===== src/rtl/lct_pkg.sv =====
package lct_pkg;

  typedef enum logic [1:0] {
    SEL_DIV   = 2'd0,
    SEL_INIT  = 2'd1,
    SEL_ENTRY = 2'd2,
    SEL_CUR   = 2'd3
  } wsel_e;

  localparam logic [3:0] DIV_KEEP = 4'b1011;

  // Pack the scattered divide bits into a contiguous code.
  function automatic logic [2:0] div_code(input logic [3:0] cfg);
    return {cfg[3], cfg[1:0]};
  endfunction

  // Shift amount: code plus one, wrapping within three bits.
  function automatic logic [2:0] div_shift(input logic [2:0] code);
    return code + 3'd1;
  endfunction

endpackage


===== src/rtl/lct_prescaler.sv =====
module lct_prescaler #(
  parameter int SHIFT_W = 3
) (
  input  logic               clk,
  input  logic               rst_n,
  input  logic               restart,
  input  logic [SHIFT_W-1:0] shift,
  output logic               tick
);
  localparam int PW = (1 << SHIFT_W) - 1;

  logic [PW-1:0] phase_q;
  logic [PW:0]   one_hot;
  logic [PW-1:0] low_mask;

  always_comb begin
    one_hot  = {{PW{1'b0}}, 1'b1} << shift;
    low_mask = PW'(one_hot - 1'b1);
  end

  assign tick = ((phase_q & low_mask) == low_mask);

  always_ff @(posedge clk or negedge rst_n) begin
    if (!rst_n)       phase_q <= '0;
    else if (restart) phase_q <= '0;
    else              phase_q <= phase_q + 1'b1;
  end

  AST_TICK_SPACING: assert property (@(posedge clk) disable iff (!rst_n)
    (tick && shift != '0) |=> (!tick || !$stable(shift)));
  AST_RESTART_PHASE: assert property (@(posedge clk) disable iff (!rst_n)
    (restart && shift != '0) |=> !tick);

endmodule


===== src/rtl/lct_countdown.sv =====
module lct_countdown #(
  parameter int CNT_W = 32
) (
  input  logic             clk,
  input  logic             rst_n,
  input  logic             load,
  input  logic [CNT_W-1:0] load_val,
  input  logic             tick,
  input  logic             periodic,
  output logic [CNT_W-1:0] count,
  output logic             hit
);
  logic [CNT_W-1:0] init_q;
  logic [CNT_W-1:0] count_q;
  logic             at_zero;

  assign at_zero = (count_q == '0);
  assign count   = count_q;
  assign hit     = tick && !load && (count_q == CNT_W'(1));

  always_ff @(posedge clk or negedge rst_n) begin
    if (!rst_n) begin
      init_q  <= '0;
      count_q <= '0;
    end else if (load) begin
      init_q  <= load_val;
      count_q <= load_val;
    end else if (tick) begin
      if (!at_zero)      count_q <= count_q - 1'b1;
      else if (periodic) count_q <= init_q;
    end
  end

  AST_LOAD_TAKES: assert property (@(posedge clk) disable iff (!rst_n)
    load |=> count == $past(load_val));
  AST_STEP_DOWN: assert property (@(posedge clk) disable iff (!rst_n)
    (tick && !load && !at_zero) |=> count == $past(count) - CNT_W'(1));
  AST_ONESHOT_FLOOR: assert property (@(posedge clk) disable iff (!rst_n)
    (at_zero && !periodic && !load) |=> count == '0);
  AST_PERIOD_RELOAD: assert property (@(posedge clk) disable iff (!rst_n)
    (tick && !load && at_zero && periodic) |=> count == $past(init_q));
  AST_IDLE_HOLD: assert property (@(posedge clk) disable iff (!rst_n)
    (!tick && !load) |=> $stable(count));

endmodule


===== src/rtl/lct_entry.sv =====
module lct_entry #(
  parameter int VEC_W    = 8,
  parameter int ENTRY_W  = 32,
  parameter int MASK_BIT = 16,
  parameter int PER_BIT  = 17
) (
  input  logic               clk,
  input  logic               rst_n,
  input  logic               wr,
  input  logic [VEC_W-1:0]   wr_vec,
  input  logic               wr_mask,
  input  logic               wr_per,
  input  logic               hit,
  output logic               periodic,
  output logic [ENTRY_W-1:0] entry_rd,
  output logic               expire,
  output logic [VEC_W-1:0]   expire_vec
);
  logic [VEC_W-1:0] vec_q;
  logic             mask_q;
  logic             per_q;
  logic             fire;

  assign periodic = per_q;
  assign fire     = hit && !mask_q;

  always_ff @(posedge clk or negedge rst_n) begin
    if (!rst_n) begin
      vec_q  <= '0;
      mask_q <= 1'b1;
      per_q  <= 1'b0;
    end else if (wr) begin
      vec_q  <= wr_vec;
      mask_q <= wr_mask;
      per_q  <= wr_per;
    end
  end

  always_ff @(posedge clk or negedge rst_n) begin
    if (!rst_n) begin
      expire     <= 1'b0;
      expire_vec <= '0;
    end else begin
      expire <= fire;
      if (fire) expire_vec <= vec_q;
    end
  end

  always_comb begin
    entry_rd              = '0;
    entry_rd[VEC_W-1:0]   = vec_q;
    entry_rd[MASK_BIT]    = mask_q;
    entry_rd[PER_BIT]     = per_q;
  end

  AST_MASK_SILENCES: assert property (@(posedge clk) disable iff (!rst_n)
    (hit && mask_q) |=> !expire);
  AST_HIT_FIRES: assert property (@(posedge clk) disable iff (!rst_n)
    (hit && !mask_q) |=> (expire && expire_vec == $past(vec_q)));
  AST_PULSE_ONE: assert property (@(posedge clk) disable iff (!rst_n)
    expire |=> !expire);

endmodule


===== src/rtl/local_countdown_timer.sv =====
module local_countdown_timer #(
  parameter int CNT_W    = 32,
  parameter int VEC_W    = 8,
  parameter int MASK_BIT = 16,
  parameter int PER_BIT  = 17
) (
  input  logic             clk,
  input  logic             rst_n,
  input  logic             wr_en,
  input  logic [1:0]       wr_sel,
  input  logic [CNT_W-1:0] wr_data,
  output logic [CNT_W-1:0] cur_count,
  output logic [3:0]       div_rd,
  output logic [CNT_W-1:0] entry_rd,
  output logic             expire,
  output logic [VEC_W-1:0] expire_vec
);
  import lct_pkg::*;

  localparam int SHIFT_W = 3;

  logic [3:0]         div_q;
  logic [SHIFT_W-1:0] shift;
  logic               wr_div, wr_init, wr_entry, wr_cur;
  logic               tick, hit, periodic;

  assign wr_div   = wr_en && (wr_sel == SEL_DIV);
  assign wr_init  = wr_en && (wr_sel == SEL_INIT);
  assign wr_entry = wr_en && (wr_sel == SEL_ENTRY);
  assign wr_cur   = wr_en && (wr_sel == SEL_CUR);

  always_ff @(posedge clk or negedge rst_n) begin
    if (!rst_n)      div_q <= '0;
    else if (wr_div) div_q <= wr_data[3:0] & DIV_KEEP;
  end

  assign div_rd = div_q;
  assign shift  = div_shift(div_code(div_q));

  lct_prescaler #(.SHIFT_W(SHIFT_W)) u_presc (
    .clk     (clk),
    .rst_n   (rst_n),
    .restart (wr_init),
    .shift   (shift),
    .tick    (tick)
  );

  lct_countdown #(.CNT_W(CNT_W)) u_count (
    .clk      (clk),
    .rst_n    (rst_n),
    .load     (wr_init),
    .load_val (wr_data),
    .tick     (tick),
    .periodic (periodic),
    .count    (cur_count),
    .hit      (hit)
  );

  lct_entry #(
    .VEC_W    (VEC_W),
    .ENTRY_W  (CNT_W),
    .MASK_BIT (MASK_BIT),
    .PER_BIT  (PER_BIT)
  ) u_entry (
    .clk        (clk),
    .rst_n      (rst_n),
    .wr         (wr_entry),
    .wr_vec     (wr_data[VEC_W-1:0]),
    .wr_mask    (wr_data[MASK_BIT]),
    .wr_per     (wr_data[PER_BIT]),
    .hit        (hit),
    .periodic   (periodic),
    .entry_rd   (entry_rd),
    .expire     (expire),
    .expire_vec (expire_vec)
  );

  AST_CUR_WRITE_INERT: assert property (@(posedge clk) disable iff (!rst_n)
    (wr_cur && !tick) |=> ($stable(cur_count) && $stable(div_rd) && $stable(entry_rd)));
  AST_DIV_WRITE_KEEP: assert property (@(posedge clk) disable iff (!rst_n)
    wr_div |=> (div_rd[2] == 1'b0 && div_rd[0] == $past(wr_data[0]) && div_rd[3] == $past(wr_data[3])));

endmodule


===== config.mk =====
export PLATFORM = sky130hd
export DESIGN_NAME = local_countdown_timer
export DESIGN_NICKNAME = d
export VERILOG_FILES = /design/src/rtl/lct_pkg.sv /design/src/rtl/lct_prescaler.sv /design/src/rtl/lct_countdown.sv /design/src/rtl/lct_entry.sv /design/src/rtl/local_countdown_timer.sv
export SDC_FILE = /design/constraint.sdc
export NUM_CORES = 1
export LEC_CHECK = 0
export ABC_AREA = 0
export ABC_CLOCK_PERIOD_IN_PS = 8000
export BUFFER_PORTS_ARGS = -buffer_cell sky130_fd_sc_hd__buf_4
export CORE_MARGIN = 2
export CORE_UTILIZATION = 45
export DETAILED_ROUTE_END_ITERATION = 10
export MAX_ROUTING_LAYER = met4
export PLACE_DENSITY = 0.68
export REMOVE_ABC_BUFFERS = 1
export SYNTH_ARGS = -nofsm -noshare
export SYNTH_HDL_FRONTEND = slang
export SYNTH_HIERARCHICAL = 1
export SYNTH_SLANG_ARGS = --single-unit

===== constraint.sdc =====
create_clock -name clk -period 8 [get_ports clk]
set_clock_uncertainty 0.15 [all_clocks]
set_input_delay 0.8 -clock clk [delete_from_list [all_inputs] [get_ports clk]]
set_output_delay 0.8 -clock clk [all_outputs]
set_load 0.02 [all_outputs]

==> results.ini <==
[detailed_routing]
initialDrtViolationCount=389
drt_wl_total_mm=15.7
dr_total_vias=4844
firstDrtPassIters=7
avgViaCountPerCell=6.16
route.detailed.drc=0
routedWlPerCell_um=20.0
ant_nets=0

[logic_synthesis]
ys_seq_area_share_pct=42.8
synth_edf_count=0
synthArstFlopShare_pct=100
ys_ff_latch=93
netlist_instances=564
synthesis.area_mm2=0.00544
yosys_warnings=6
ys.flop_type=dfrtp_1
synth_area_per_cell_um2=9.65
yosys.cell_types.count=79

[sta]
fin_crit_sh_pct=46.1
hold_viol_final=0
relSlewSlack_pct=25.7
report.final.slew_viol_count=0
fmax_mhz=271
setup_viol=0
fin_hold_ws_ns=0.183
min_period_ns=3.69
rsz0062_at_grt=false
worst_pin_slew_ns=1.11
fin_tns_setup_ns=0

[final_layout]
diodes=0
fin_area_mm2=0.00638
multi_input_area_mm2=0.00276
area_delta_synth_final_pct=17.2
seq_area_mm2=0.00233
fin_nets=675
drive_gt1_share_pct=25.5
fillers=1078

[critical_path]
critPathKind=flop to flop
cp-end-kind=flop
reg2reg_depth=7
r2r_end=u_count/count[4]
crit_start=u_count/count[0]
cp.required_ns=8.07
rrSetupSlack_ns=4.31
crit-reg2reg-launch=u_count/count[0]
arrival_ns=3.76
startpoint_type=flop
cp_max_fo=21
critPathCapture=u_count/count[4]

[global_routing]
grt.overflow.total=0
grt_usage_pct=25.5
antenna_found_initial=0
grt_pass1_wl_mm=25.1
grt_max_degree=87
grt_pass1_vias=4873

[floorplanning]
core_area_mm2=0.0119
fp.dieW_um=114
dieArea_mm2=0.0130
rows=40
io_pins=114
start_util_pct=45.7
die_h_um=114

[pwr]
power.leakage_nw=2.81
powerDensity_mw_per_mm2=300
ir_worst_vdd_v=0.000180
total_power_w=0.00192

[cts]
cts_resized=0
path_clk_slew_ns=0.07
tritoncts=built
postCtsSetupBuffers=0
clock_path_buffers=2
holdBufCountCts=0
clock_latency_ns=0.36
cts_sinks=93
cts_max_level=3
cts-root-buf=clkbuf_16
cts_buffers=9

[place]
routabilityCongestion=0.929
dpl.hpwl_mm=10.5
dpl_cell_area_mm2=0.00610
portBuffers=90

[outcome]
status=finished clean

[job]
maxCapViolations=0

[min_path]
hold_path.class=primary input to asynchronous set/reset pin

state kept, by name, summed over array words and instances (netlist names):
| signal | cells |
|---|---|
| u_entry/mask_q | 1 |
| u_presc/phase_q | 7 |
| u_entry/vec_q | 8 |
| u_count/count | 32 |
| u_entry/expire | 1 |
| u_entry/periodic | 1 |
| u_entry/expire_vec | 8 |
| u_count/init_q | 32 |
| div_rd | 3 |
final cells by class:
cell class | count | share of cell area, %
flip-flops and latches | 93 | 36.5
inverters | 29 | 1.71
repair buffers | 95 | 11.2
well taps | 147 | 2.88
clock buffers | 10 | 3.75
multi-input cells | 406 | 43.3
clock inverters | 6 | 0.725
power by group:
group	internal [W]	switching (W)	total (W)
Combinational	0.000308	0.000454	0.000762
Clock	0.000221	0.000195	0.000417
Sequential	0.000580	0.000158	0.000737
placed cells by master (no fill, tap or decap), types with 3 or more instances in the layout:
cell,count
a21oi_1,15
o21ai_0,29
o211ai_1,9
a32o_1,3
or4_1,6
dfrtp_1,92
nor2_1,27
a221oi_1,3
mux2i_1,7
nand3_1,15
conb_1,23
a21o_1,4
mux2_4,8
buf_4,95
o31a_1,6
and3_1,3
o22ai_1,3
a31oi_1,10
nor3_1,26
nand4_1,8
xor2_1,5
or3_1,8
inv_1,28
o311ai_0,6
nor2b_1,3
nand2b_1,5
o31ai_1,8
and2_1,5
or2_2,3
ha_1,4
nand2_1,50
a211oi_1,6
clkbuf_16,9
mux2_2,25
a311oi_1,3
nor4_1,13
a221o_1,4
xnor2_1,4
through the flow:
step / util, % / setup WS (ns) / std cells
2_1_floorplan: - / 4.15 / 528
3_3_place_gp: 51.2 / 4.41 / 770
3_5_place_dp: 51.2 / 4.31 / 770
4_1_cts: 53.6 / 4.33 / 786
5_1_grt: 53.6 / 4.07 / 786
6_report: 53.6 / 4.31 / 786
worst min path at each step:
stage               slack, ns                  to                from
floorplan                0.29  u_count/init_q[25]  u_count/init_q[25]
global placement         0.30  u_count/init_q[12]  u_count/init_q[12]
detailed placement       0.30  u_count/init_q[12]  u_count/init_q[12]
CTS                      0.18  u_count/init_q[26]               rst_n
global route             0.19   u_count/count[28]               rst_n
finish                   0.18  u_count/init_q[26]               rst_n
Yosys cell counts, types with 5 or more instances:
cell type	instances	share of area, %
nor3_1	26	2.4
nand2b_1	5	0.57
a31oi_1	10	1.1
o21ai_0	29	2.7
mux2_4	8	2.2
or3_1	8	0.92
inv_1	28	1.9
o31a_1	6	0.97
clkbuf_1	18	1.2
nor4_1	13	1.5
or4_1	6	0.83
a21oi_1	15	1.4
xor2_1	5	0.80
and2_1	5	0.57
nand2_1	50	3.4
nand3_1	15	1.4
mux2_2	25	5.2
nor2_1	27	1.9
nand4_1	8	0.92
o31ai_1	8	1.1
dfrtp_1	92	42
o311ai_0	6	0.97
mux2i_1	7	1.3
o211ai_1	9	1.2
a211oi_1	6	0.83
buf_2	7	0.64
buf_4	27	3.7
critical path, cell delays in order, from the launching register on:
cell and delay (ns):
dfrtp_1 0.41, inv_1 0.11, ha_1 0.25, nor4b_4 0.47, nand4_1 0.63, o41a_1 0.95, a311o_1 0.48, o311ai_0 0.10
kinds of logic (layout without fill, tap and decap cells):
| kind of cell | count (synthesis) | count (layout) | synth area share (%) |
|---|---|---|---|
| compound gates | 135 | 135 | 17.8 |
| xor+xnor | 9 | 9 | 1.45 |
| fa+ha+maj | 4 | 4 | 0.920 |
| buf+inv | 86 | 140 | 8.09 |
| flops | 93 | 93 | 42.8 |
| mux | 40 | 40 | 8.67 |
| other cells | 2 | 23 | 0.138 |
| simple gates | 195 | 195 | 20.2 |
layer usage:
metal  GRT usage, %  vias up  share of wire (%)
met4           7.64        0                1.4
met3           6.32       26                8.5
met5              -        -                  0
met2           40.5      260                 48
li1               -     2195                  -
met1           32.3     2363                 42
Power figures use the tool's default switching activity.
